## src/rtl/acc24_pkg.sv

```systemverilog
package acc24_pkg;

    localparam int BYTE_W     = 8;
    localparam int WORD_W     = 24;
    localparam int ADDR_W     = 15;
    localparam int OPC_W      = 8;
    localparam int WORD_BYTES = WORD_W / BYTE_W;
    localparam int CNT_W      = $clog2(WORD_BYTES + 1);
    localparam int XBIT       = ADDR_W;
    localparam int OPC_LSB    = ADDR_W + 1;

    typedef logic [WORD_W-1:0] word_t;
    typedef logic [ADDR_W-1:0] addr_t;
    typedef logic [BYTE_W-1:0] byte_t;
    typedef logic [OPC_W-1:0]  opc_t;
    typedef logic [CNT_W-1:0]  cnt_t;

    localparam opc_t OP_LDA  = 8'h00;
    localparam opc_t OP_LDX  = 8'h04;
    localparam opc_t OP_STA  = 8'h0C;
    localparam opc_t OP_STX  = 8'h10;
    localparam opc_t OP_STL  = 8'h14;
    localparam opc_t OP_ADD  = 8'h18;
    localparam opc_t OP_SUB  = 8'h1C;
    localparam opc_t OP_COMP = 8'h28;
    localparam opc_t OP_JEQ  = 8'h30;
    localparam opc_t OP_JGT  = 8'h34;
    localparam opc_t OP_JLT  = 8'h38;
    localparam opc_t OP_J    = 8'h3C;
    localparam opc_t OP_JSUB = 8'h48;
    localparam opc_t OP_RSUB = 8'h4C;
    localparam opc_t OP_LDCH = 8'h50;
    localparam opc_t OP_STCH = 8'h54;
    localparam opc_t OP_RD   = 8'hD8;
    localparam opc_t OP_WD   = 8'hDC;
    localparam opc_t OP_TD   = 8'hE0;

    typedef enum logic [1:0] {CC_EQ = 2'b00, CC_LT = 2'b01, CC_GT = 2'b10} cc_e;

    typedef enum logic [2:0] {
        ST_FETCH, ST_DECODE, ST_LOAD, ST_STORE, ST_EXEC, ST_IO, ST_HALT
    } state_e;

    typedef enum logic [3:0] {
        EX_NONE, EX_LDA, EX_LDX, EX_ADD, EX_SUB, EX_COMP, EX_LDCH, EX_TD, EX_RD, EX_WD
    } exec_e;

    typedef enum logic [2:0] {JC_NEVER, JC_ALWAYS, JC_EQ, JC_GT, JC_LT} jcond_e;

    typedef enum logic [1:0] {SRC_A, SRC_X, SRC_L, SRC_ACH} ssrc_e;

    typedef struct packed {
        logic   legal;
        logic   load;
        logic   store;
        logic   jump;
        logic   link;
        logic   ret;
        jcond_e jc;
        exec_e  ex;
        ssrc_e  src;
        cnt_t   nbytes;
    } dec_t;

    typedef struct packed {
        state_e st;
        cnt_t   cnt;
        addr_t  pc;
        addr_t  ta;
        word_t  ir;
        word_t  mdr;
        word_t  sdr;
        word_t  a;
        word_t  x;
        word_t  l;
        cc_e    cc;
        byte_t  devc;
        dec_t   dec;
        logic   trap;
    } core_t;

endpackage

```

## src/rtl/acc24_decode.sv

```systemverilog
module acc24_decode
    import acc24_pkg::*;
(
    input  opc_t opcode,
    output dec_t dec
);
    localparam cnt_t NB_WORD = cnt_t'(WORD_BYTES);
    localparam cnt_t NB_BYTE = cnt_t'(1);

    always_comb begin
        dec        = '0;
        dec.legal  = 1'b1;
        dec.jc     = JC_NEVER;
        dec.ex     = EX_NONE;
        dec.src    = SRC_A;
        dec.nbytes = NB_WORD;
        unique case (opcode)
            OP_LDA:  begin dec.load = 1'b1; dec.ex = EX_LDA;  end
            OP_LDX:  begin dec.load = 1'b1; dec.ex = EX_LDX;  end
            OP_ADD:  begin dec.load = 1'b1; dec.ex = EX_ADD;  end
            OP_SUB:  begin dec.load = 1'b1; dec.ex = EX_SUB;  end
            OP_COMP: begin dec.load = 1'b1; dec.ex = EX_COMP; end
            OP_LDCH: begin dec.load = 1'b1; dec.ex = EX_LDCH; dec.nbytes = NB_BYTE; end
            OP_TD:   begin dec.load = 1'b1; dec.ex = EX_TD;   dec.nbytes = NB_BYTE; end
            OP_RD:   begin dec.load = 1'b1; dec.ex = EX_RD;   dec.nbytes = NB_BYTE; end
            OP_WD:   begin dec.load = 1'b1; dec.ex = EX_WD;   dec.nbytes = NB_BYTE; end
            OP_STA:  begin dec.store = 1'b1; dec.src = SRC_A; end
            OP_STX:  begin dec.store = 1'b1; dec.src = SRC_X; end
            OP_STL:  begin dec.store = 1'b1; dec.src = SRC_L; end
            OP_STCH: begin dec.store = 1'b1; dec.src = SRC_ACH; dec.nbytes = NB_BYTE; end
            OP_J:    begin dec.jump = 1'b1; dec.jc = JC_ALWAYS; end
            OP_JEQ:  begin dec.jump = 1'b1; dec.jc = JC_EQ; end
            OP_JGT:  begin dec.jump = 1'b1; dec.jc = JC_GT; end
            OP_JLT:  begin dec.jump = 1'b1; dec.jc = JC_LT; end
            OP_JSUB: begin dec.jump = 1'b1; dec.jc = JC_ALWAYS; dec.link = 1'b1; end
            OP_RSUB: begin dec.jump = 1'b1; dec.ret = 1'b1; end
            default: dec.legal = 1'b0;
        endcase
    end
endmodule

```

## src/rtl/acc24_tagen.sv

```systemverilog
module acc24_tagen
    import acc24_pkg::*;
#(
    parameter bit INDEXED = 1'b1
) (
    input  addr_t field,
    input  logic  xflag,
    input  addr_t xval,
    output addr_t ta
);
    generate
        if (INDEXED) begin : g_indexed
            // sum truncated to the address width: wraps modulo 2^ADDR_W
            assign ta = xflag ? addr_t'(field + xval) : field;
        end else begin : g_direct
            logic unused_idx;
            assign unused_idx = xflag ^ (^xval);
            assign ta = field;
        end
    endgenerate
endmodule

```

## src/rtl/acc24_alu.sv

```systemverilog
module acc24_alu
    import acc24_pkg::*;
(
    input  word_t opa,
    input  word_t opb,
    input  logic  sub,
    output word_t res,
    output cc_e   cc
);
    always_comb begin
        res = sub ? word_t'(opa - opb) : word_t'(opa + opb);
        if ($signed(opa) < $signed(opb)) begin
            cc = CC_LT;
        end else if (opa == opb) begin
            cc = CC_EQ;
        end else begin
            cc = CC_GT;
        end
    end
endmodule

```

## src/rtl/acc24_core.sv

```systemverilog
module acc24_core
    import acc24_pkg::*;
#(
    parameter logic [ADDR_W-1:0] RESET_PC = '0
) (
    input  logic              clk,
    input  logic              rst_n,
    output logic [ADDR_W-1:0] mem_addr,
    output logic              mem_re,
    output logic              mem_we,
    output logic [BYTE_W-1:0] mem_wdata,
    input  logic [BYTE_W-1:0] mem_rdata,
    output logic [BYTE_W-1:0] dev_code,
    input  logic              dev_ready,
    output logic              dev_rd,
    input  logic [BYTE_W-1:0] dev_rdata,
    output logic              dev_wr,
    output logic [BYTE_W-1:0] dev_wdata,
    output logic              trap
);
    localparam cnt_t  LAST_INS = cnt_t'(WORD_BYTES);
    localparam addr_t INS_LEN  = addr_t'(WORD_BYTES);
    localparam int    LO_W     = WORD_W - BYTE_W;

    core_t q, n;

    // instruction fields
    opc_t  ir_opc;
    logic  ir_x;
    addr_t ir_field;
    assign ir_opc   = q.ir[WORD_W-1:OPC_LSB];
    assign ir_x     = q.ir[XBIT];
    assign ir_field = q.ir[ADDR_W-1:0];

    dec_t  dec_w;
    addr_t ta_w;
    word_t alu_res;
    cc_e   alu_cc;
    logic  alu_sub;

    assign alu_sub = (q.dec.ex == EX_SUB) || (q.dec.ex == EX_COMP);

    acc24_decode u_dec (
        .opcode (ir_opc),
        .dec    (dec_w)
    );

    acc24_tagen #(.INDEXED(1'b1)) u_ta (
        .field (ir_field),
        .xflag (ir_x),
        .xval  (q.x[ADDR_W-1:0]),
        .ta    (ta_w)
    );

    acc24_alu u_alu (
        .opa (q.a),
        .opb (q.mdr),
        .sub (alu_sub),
        .res (alu_res),
        .cc  (alu_cc)
    );

    logic take;
    always_comb begin
        unique case (dec_w.jc)
            JC_ALWAYS: take = 1'b1;
            JC_EQ:     take = (q.cc == CC_EQ);
            JC_GT:     take = (q.cc == CC_GT);
            JC_LT:     take = (q.cc == CC_LT);
            default:   take = 1'b0;
        endcase
    end

    word_t store_src;
    always_comb begin
        unique case (dec_w.src)
            SRC_X:   store_src = q.x;
            SRC_L:   store_src = q.l;
            SRC_ACH: store_src = {q.a[BYTE_W-1:0], {LO_W{1'b0}}};
            default: store_src = q.a;
        endcase
    end

    always_comb begin
        n         = q;
        mem_re    = 1'b0;
        mem_we    = 1'b0;
        mem_addr  = q.pc;
        mem_wdata = q.sdr[WORD_W-1:LO_W];
        dev_rd    = 1'b0;
        dev_wr    = 1'b0;

        unique case (q.st)
            ST_FETCH: begin
                if (q.cnt < LAST_INS) begin
                    mem_re   = 1'b1;
                    mem_addr = addr_t'(q.pc + addr_t'(q.cnt));
                end
                if (q.cnt != '0) begin
                    n.ir = {q.ir[LO_W-1:0], mem_rdata};
                end
                if (q.cnt == LAST_INS) begin
                    n.st  = ST_DECODE;
                    n.cnt = '0;
                    n.pc  = addr_t'(q.pc + INS_LEN);
                end else begin
                    n.cnt = cnt_t'(q.cnt + 1'b1);
                end
            end

            ST_DECODE: begin
                n.dec = dec_w;
                n.ta  = ta_w;
                n.mdr = '0;
                n.cnt = '0;
                if (!dec_w.legal) begin
                    n.st   = ST_HALT;
                    n.trap = 1'b1;
                end else if (dec_w.load) begin
                    n.st = ST_LOAD;
                end else if (dec_w.store) begin
                    n.st  = ST_STORE;
                    n.sdr = store_src;
                end else begin
                    if (dec_w.ret) begin
                        n.pc = q.l[ADDR_W-1:0];
                    end else if (take) begin
                        n.pc = ta_w;
                    end
                    if (dec_w.link) begin
                        n.l = word_t'(q.pc);
                    end
                    n.st = ST_FETCH;
                end
            end

            ST_LOAD: begin
                if (q.cnt < q.dec.nbytes) begin
                    mem_re   = 1'b1;
                    mem_addr = addr_t'(q.ta + addr_t'(q.cnt));
                end
                if (q.cnt != '0) begin
                    n.mdr = {q.mdr[LO_W-1:0], mem_rdata};
                end
                if (q.cnt == q.dec.nbytes) begin
                    n.st  = ST_EXEC;
                    n.cnt = '0;
                end else begin
                    n.cnt = cnt_t'(q.cnt + 1'b1);
                end
            end

            ST_STORE: begin
                mem_we   = 1'b1;
                mem_addr = addr_t'(q.ta + addr_t'(q.cnt));
                n.sdr    = {q.sdr[LO_W-1:0], {BYTE_W{1'b0}}};
                if (q.cnt == cnt_t'(q.dec.nbytes - 1'b1)) begin
                    n.st  = ST_FETCH;
                    n.cnt = '0;
                end else begin
                    n.cnt = cnt_t'(q.cnt + 1'b1);
                end
            end

            ST_EXEC: begin
                n.st = ST_FETCH;
                unique case (q.dec.ex)
                    EX_LDA:  n.a = q.mdr;
                    EX_LDX:  n.x = q.mdr;
                    EX_ADD:  n.a = alu_res;
                    EX_SUB:  n.a = alu_res;
                    EX_COMP: n.cc = alu_cc;
                    EX_LDCH: n.a = {q.a[WORD_W-1:BYTE_W], q.mdr[BYTE_W-1:0]};
                    EX_TD, EX_RD, EX_WD: begin
                        n.devc = q.mdr[BYTE_W-1:0];
                        n.st   = ST_IO;
                    end
                    default: n.st = ST_FETCH;
                endcase
            end

            ST_IO: begin
                n.st = ST_FETCH;
                unique case (q.dec.ex)
                    EX_TD: n.cc = dev_ready ? CC_LT : CC_EQ;
                    EX_RD: begin
                        dev_rd = 1'b1;
                        n.a    = {q.a[WORD_W-1:BYTE_W], dev_rdata};
                    end
                    EX_WD: dev_wr = 1'b1;
                    default: n.st = ST_FETCH;
                endcase
            end

            default: n.st = ST_HALT;
        endcase
    end

    always_ff @(posedge clk) begin
        if (!rst_n) begin
            q     <= '0;
            q.st  <= ST_FETCH;
            q.pc  <= RESET_PC;
            q.cc  <= CC_EQ;
            q.dec <= '0;
        end else begin
            q <= n;
        end
    end

    assign dev_code  = q.devc;
    assign dev_wdata = q.a[BYTE_W-1:0];
    assign trap      = q.trap;

endmodule

```

## config.mk

```make
export PLATFORM = sky130hd
export DESIGN_NAME = acc24_core
export DESIGN_NICKNAME = d
export VERILOG_FILES = /design/src/rtl/acc24_pkg.sv /design/src/rtl/acc24_decode.sv /design/src/rtl/acc24_tagen.sv /design/src/rtl/acc24_alu.sv /design/src/rtl/acc24_core.sv
export SDC_FILE = /design/constraint.sdc
export NUM_CORES = 1
export LEC_CHECK = 0
export BUFFER_PORTS_ARGS = -buffer_cell sky130_fd_sc_hd__buf_2
export CAP_MARGIN = 20
export CORE_ASPECT_RATIO = 1.2
export CORE_MARGIN = 2
export CORE_UTILIZATION = 65
export CTS_BUF_LIST = sky130_fd_sc_hd__clkbuf_8
export DETAILED_ROUTE_END_ITERATION = 12
export PLACE_DENSITY = 0.84
export SYNTH_ARGS = -nofsm -noshare
export SYNTH_HDL_FRONTEND = slang
export SYNTH_SLANG_ARGS = --single-unit
```

## constraint.sdc

```tcl
create_clock -name clk -period 4.4 [get_ports clk]
set_input_delay 0.44 -clock clk [delete_from_list [all_inputs] [get_ports clk]]
set_output_delay 0.44 -clock clk [all_outputs]
set_load 0.01 [all_outputs]
```

==> impl_metrics.env, run 1 <==
export IMPL_placed_cells=1961
export IMPL_clk_path_buf_depth=2
export IMPL_antenna_found_initial=0
export IMPL_p_sw_mw=2.27
export IMPL_nets=1814
export IMPL_synthArstFlopShare_pct=0
export IMPL_swShare_pct=42.7
export IMPL_crit_required_ns=3.96
export IMPL_synth_seq_cells=187
export IMPL_skew_ns=0.0154
export IMPL_p_leak_nw=5.07
export IMPL_yosysTopAreaCell="dfxtp_1"
export IMPL_cts_root_buf="clkbuf_8"
export IMPL_grt_max_degree=86
export IMPL_min_period_ns=3.52
export IMPL_final_util_pct=68.9
export IMPL_reg2reg_slack_ns=0.96
export IMPL_wirelength_mm=40.1
export IMPL_synth_edf_count=0
export IMPL_first_iter_violations=1408
export IMPL_ys_top_cells_by_area="dfxtp_1 (29%), a21oi_1 (8.6%), nor2_1 (8.3%)"
export IMPL_arrival_ns=3.08
export IMPL_h_tree_depth=4
export IMPL_final_cell_count_no_fill=1994
export IMPL_grt_pass1_vias=11500
export IMPL_slew_headroom_pct=26.0
export IMPL_fin_ws_ns=0.877
export IMPL_cts_repair_resized=0
export IMPL_post_cts_setup_buffers=0
export IMPL_vias=13100
export IMPL_synth_top_area_share_pct=29.1
export IMPL_synth_avg_cell_area_sq_um=7.27
export IMPL_grt_overflow=0
export IMPL_yosys_warnings=0
export IMPL_cp_common_cell="and3_1"
export IMPL_n_antenna_cell=0
export IMPL_grt_util_all_layers_pct=37.4
export IMPL_power_density_mw_per_mm2=395
export IMPL_seq_power_share_pct=39.2
export IMPL_ys_flop_type="dfxtp_1"
export IMPL_ant_nets=0
export IMPL_timing_rr_start="ir_opc[3]$_SDFFE_PN0P_"
export IMPL_ir_drop_uv=218
export IMPL_dieWidth_microns=132
export IMPL_worst_setup_path_type="register to output port"
export IMPL_post_drt_wl_per_cell_microns=20.1
export IMPL_reg2reg_to="q[198]$_SDFFE_PN0P_"
export IMPL_dpl_instance_area_sq_mm=0.0130
export IMPL_hold_viol=0
export IMPL_final_area_sq_mm=0.0134
export IMPL_setup_viol=0
export IMPL_die_area_sq_mm=0.0209
export IMPL_rr_worst_depth=9
export IMPL_ioPinCount=63
export IMPL_cap_violations=0
export IMPL_core_area_sq_mm=0.0195
export IMPL_clkLatencyLatePin_ns=0.50
export IMPL_syn2layout_area_growth_pct=4.46
export IMPL_ys_seq_area_share_pct=29.1
export IMPL_fmax_ghz=0.284
export IMPL_tns_ns=0
export IMPL_fin_crit_sh_pct=80.1
export IMPL_cp_max_fo=8
export IMPL_drc=0
export IMPL_crit_chain="ha_1 -> nor3_1 -> and3_1 -> and3_1 -> and3_1 -> nand3_1 -> o21ai_1 -> nand2_1 -> a221o_1 -> buf_2"
export IMPL_max_slew_worst_pin_slew_ns=1.11
export IMPL_grt_pass1_wl_mm=62.0
export IMPL_viasPerCell=6.56
export IMPL_cts_buffers=17
export IMPL_cts_tree="yes"
export IMPL_critPathLaunch="q[203]$_SDFFE_PN0P_"
export IMPL_dp_hpwl_mm=29.2
export IMPL_syn_num_nets=1862
export IMPL_drv_slew=0
export IMPL_hold_buffers=0
export IMPL_cts_clk_slew_worst_paths_ns=0.11
export IMPL_status="finished, final reports clean"
export IMPL_cp_start_kind="register"
export IMPL_power_mw=5.31
export IMPL_cp_slowest_cell="dfxtp_1"
export IMPL_min_to="ir_field[5]$_SDFFE_PN0P_"
export IMPL_synth_distinct_cells=84
export IMPL_cellInternalPower_mw=3.04
export IMPL_pwr_share_clk_pct=21.9
export IMPL_drive_gt1_share_pct=7.91
export IMPL_pwr_share_comb_pct=38.9
export IMPL_path_buf_inv=1
export IMPL_hp_start="mem_rdata[5]"
export IMPL_max_stage_delay_ns=0.44
export IMPL_clock_sinks=187
export IMPL_hold_path_class="input pin to register"
export IMPL_whs_ns=0.193
export IMPL_place_congestion=0.970
export IMPL_die_height_microns=158
export IMPL_endpoint_kind="output port"
export IMPL_port_buffer_count=62
export IMPL_synthesis_area_sq_mm=0.0129
export IMPL_dr_pass1_iters=6
export IMPL_rows=56
export IMPL_initial_core_util_pct=66.0
export IMPL_crit_family="simple AND/OR/NAND/NOR gates"
export IMPL_synthCells=1768
export IMPL_holdPathStages=3
export IMPL_rsz0062_at_grt="no"
export IMPL_pre_cts_slack_ns=1.05
==> cell families (layout without fill, tap and decap cells) <==
| kind of cell | count (synthesis) | count (layout) | synth area share, % |
|---|---|---|---|
| simple gates | 676 | 676 | 23.9 |
| compound gates | 519 | 519 | 25.3 |
| buf+inv | 216 | 181 | 7.09 |
| flops | 187 | 187 | 29.1 |
| fa+ha+maj | 75 | 75 | 7.59 |
| mux | 49 | 49 | 3.83 |
| xor+xnor | 46 | 46 | 3.13 |
==> worst reg2reg max path: stages, from the launching register on <==
cell and delay, ns:
dfxtp_1 0.62, or3b_1 0.45, nor2_2 0.13, and3_1 0.20
a211oi_1 0.08, a2111oi_0 0.63, o2bb2ai_2 0.35, buf_4 0.28
or3_1 0.33, o32ai_1 0.29
==> layout by cell type (no fill, tap or decap), types with 17 or more instances in the layout <==
cell type and count:
nor2_1 285, a21oi_1 219, dfxtp_1 187, nand2_1 152, o21ai_0 70, ha_1 70
inv_1 65, a211oi_1 62, buf_2 62, nand3_1 50, mux2i_1 47, nor3_1 39
xnor2_1 31, nand2b_1 26, and3_1 21, nor2b_1 19, o21ai_1 19, clkbuf_8 17
buf_4 17
==> synth_stat cells (all sizes together), types with 5 or more instances <==
library cell / n
a221oi: 11
a22oi: 6
nand3: 50
o22ai: 10
o21a: 6
xor2: 15
nor3: 41
and2: 10
nor4: 11
nor2b: 20
or3: 8
a21oi: 221
nor2: 287
nor3b: 6
mux2i: 47
buf: 40
o21ai: 89
o31ai: 7
or4: 6
inv: 66
nand4: 16
o32ai: 5
a2111oi: 9
o221ai: 5
ha: 70
fa: 5
a211oi: 62
and3: 21
nand2b: 26
a31oi: 8
nand2: 152
dfxtp: 187
o211ai: 11
o21bai: 10
a222oi: 10
or2: 6
clkbuf: 108
a211o: 5
xnor2: 31
a21o: 11
==> worst max path at each step <==
stage / to / slack [ns] / cells past startpoint
floorplan: q[95]$_SDFFE_PN0P_ / 1.50 / 12
global placement: q[95]$_SDFFE_PN0P_ / 1.22 / 11
detailed placement: q[198]$_SDFFE_PN0P_ / 1.05 / 9
CTS: mem_addr[13] / 0.88 / 10
global route: mem_addr[13] / 0.58 / 10
finish: mem_addr[13] / 0.88 / 10
==> power groups by stage <==
stage / clock [mW] / sequential [mW] / combinational (mW)
finish: 1.16 / 2.08 / 2.07
global route: 1.22 / 2.10 / 2.24
CTS: 1.16 / 2.07 / 2.00
detailed placement: 0 / 2.11 / 1.98
global placement: 0 / 2.10 / 1.95
floorplan: 0 / 2.00 / 1.51
==> cell type report <==
type | instances | area, sq um
Tap cell | 261 | 327
Fill cell | 1701 | 6050
Timing Repair Buffer | 81 | 473
Multi-Input combinational cell | 1365 | 8240
Inverter | 68 | 258
Clock buffer | 17 | 234
Sequential cell | 187 | 3740
Clock inverter | 15 | 155
==> sequential cells by signal, summed over array words and instances (netlist names) <==
signal and count:
dev_code 8, mem_wdata 8, ir_x 1, q 138
dev_wdata 8, ir_opc 8, trap 1, ir_field 15
==> layer usage <==
layer	vias to the layer above	share of wire, %	GRT usage [%]
met4	0	5.7	21.9
met5	-	0	0
met3	138	8.2	5.60
met2	757	47	62.0
met1	6046	39	46.4
li1	6135	-	-
Power figures use the tool's default switching activity.
==> inputs of run 2 (changes only) <==
CORE_UTILIZATION = 64   (was 65)
PLACE_DENSITY = 0.83   (was 0.84)
clock period = 3.6 ns   (was 4.4 ns; I/O delays follow)
==> run 2 against run 1 <==
Effect of this change:
- register-to-register slack lost 0.51 ns
- global-route usage grew 0.11 points
- sequential share of layout area shrank 0.52 points
- critical path type unchanged
- critical endpoint unchanged
==> impl_metrics.env, run 2 (synthesis gave the netlist of run 1 again) <==
export IMPL_rsz0062_at_grt="no"
export IMPL_grt_pass1_vias=11900
export IMPL_arrival_ns=3.02
export IMPL_nets=1841
export IMPL_h_tree_depth=4
export IMPL_reg2reg_slack_ns=0.45
export IMPL_power_mw=6.70
export IMPL_post_cts_setup_buffers=0
export IMPL_swShare_pct=41.0
export IMPL_largest_reg_flops=138
export IMPL_rows=56
export IMPL_dieWidth_microns=133
export IMPL_ioPinCount=63
export IMPL_grt_max_degree=65
export IMPL_core_area_sq_mm=0.0196
export IMPL_hold_path_class="input pin to register"
export IMPL_wirelength_mm=40.4
export IMPL_min_period_ns=3.38
export IMPL_drv_slew=0
export IMPL_cts_tree="yes"
export IMPL_top_register="q"
export IMPL_post_drt_wl_per_cell_microns=20.0
export IMPL_die_area_sq_mm=0.0212
export IMPL_ir_drop_uv=479
export IMPL_cp_start_kind="register"
export IMPL_dp_hpwl_mm=30.0
export IMPL_clock_sinks=187
export IMPL_hp_start="mem_rdata[2]"
export IMPL_power_density_mw_per_mm2=490
export IMPL_grt_overflow=0
export IMPL_timing_rr_start="q[124]$_SDFFE_PN0P_"
export IMPL_skew_ns=0.0129
export IMPL_crit_required_ns=3.24
export IMPL_reg2reg_to="q[26]$_SDFFE_PN0P_"
export IMPL_port_buffer_count=62
export IMPL_layout_common_cells="nor2_1 (285), a21oi_1 (219), dfxtp_1 (187), nand2_1 (152)"
export IMPL_viasPerCell=6.41
export IMPL_cts_buffers=17
export IMPL_first_iter_violations=1563
export IMPL_vias=12900
export IMPL_hold_buffers=0
export IMPL_n_antenna_cell=0
export IMPL_antenna_found_initial=0
export IMPL_cts_clk_slew_worst_paths_ns=0.10
export IMPL_rr_worst_depth=12
export IMPL_holdPathStages=3
export IMPL_seq_power_share_pct=37.4
export IMPL_ant_nets=0
export IMPL_final_util_pct=69.8
export IMPL_place_congestion=0.964
export IMPL_fin_crit_sh_pct=94.0
export IMPL_hold_viol=0
export IMPL_worst_setup_path_type="register to output port"
export IMPL_status="finished, final reports clean"
export IMPL_clk_path_buf_depth=2
export IMPL_cap_violations=0
export IMPL_min_to="ir_field[2]$_SDFFE_PN0P_"
export IMPL_p_sw_mw=2.75
export IMPL_max_slew_worst_pin_slew_ns=0.934
export IMPL_slew_headroom_pct=36.1
export IMPL_drc=0
export IMPL_cts_root_buf="clkbuf_8"
export IMPL_cp_max_fo=8
export IMPL_die_height_microns=159
export IMPL_whs_ns=0.125
export IMPL_p_leak_nw=5.24
export IMPL_syn2layout_area_growth_pct=6.43
export IMPL_endpoint_kind="output port"
export IMPL_grt_util_all_layers_pct=37.5
export IMPL_fin_ws_ns=0.216
export IMPL_tns_ns=0
export IMPL_cellInternalPower_mw=3.95
export IMPL_clkLatencyLatePin_ns=0.48
export IMPL_initial_core_util_pct=65.5
export IMPL_cts_repair_resized=0
export IMPL_pre_cts_slack_ns=0.464
export IMPL_fmax_ghz=0.296
export IMPL_final_common_cell="nor2_1"
export IMPL_dr_pass1_iters=5
export IMPL_pwr_share_comb_pct=38.7
export IMPL_grt_pass1_wl_mm=63.9
export IMPL_drive_gt1_share_pct=9.38
export IMPL_setup_viol=0
export IMPL_pwr_share_clk_pct=23.9
## run 2: cell type report
cell class	instances	area (sq um)
well taps	261	327
fillers	1686	5930
flip-flops and latches	187	3740
clock inverters	15	209
multi-input cells	1365	8250
repair buffers	108	668
clock buffers	17	234
inverters	68	258
## run 2: per-stage QoR
step           instances  area, sq um
2_1_floorplan       1768        12900
3_3_place_gp        1989        13200
3_5_place_dp        1989        13200
4_1_cts             2021        13700
5_1_grt             2021        13700
6_report            2021        13700
## run 2: how the worst max path moves through the flow
stage | to | start | slack (ns)
4_1_cts | mem_addr[13] | q[203]$_SDFFE_PN0P_ | 0.17
5_1_grt | mem_addr[13] | q[203]$_SDFFE_PN0P_ | 0.02
3_3_place_gp | q[95]$_SDFFE_PN0P_ | q[131]$_SDFFE_PN0P_ | 0.52
6_report | mem_addr[13] | q[203]$_SDFFE_PN0P_ | 0.22
3_5_place_dp | q[95]$_SDFFE_PN0P_ | q[131]$_SDFFE_PN0P_ | 0.46
2_1_floorplan | q[95]$_SDFFE_PN0P_ | q[129]$_SDFFE_PN0P_ | 0.70
## run 2: per-layer routing
layer | share of wire (%) | GRT usage [%] | vias to the layer above
met1 | 39 | 47.5 | 5979
li1 | - | - | 6193
met5 | 0 | 0 | -
met3 | 8.1 | 4.30 | 121
met2 | 47 | 61.7 | 652
met4 | 5.9 | 21.6 | 0
## run 2: critical path: stages, from the launching register on
cell and delay [ns]:
dfxtp_1 0.44, ha_1 0.38, nor3_2 0.26, and3_1 0.22, and3_1 0.20, and3_1 0.23, nand3_1 0.16, o21ai_1 0.17
nand2_1 0.06, a221o_1 0.29, buf_2 0.14
## run 2: power groups by stage
stage	registers, mW	clock network (mW)	logic [mW]
2_1_floorplan	2.45	0	1.84
3_3_place_gp	2.54	0	2.49
3_5_place_dp	2.55	0	2.52
4_1_cts	2.50	1.60	2.54
5_1_grt	2.53	1.68	2.82
6_report	2.51	1.60	2.59
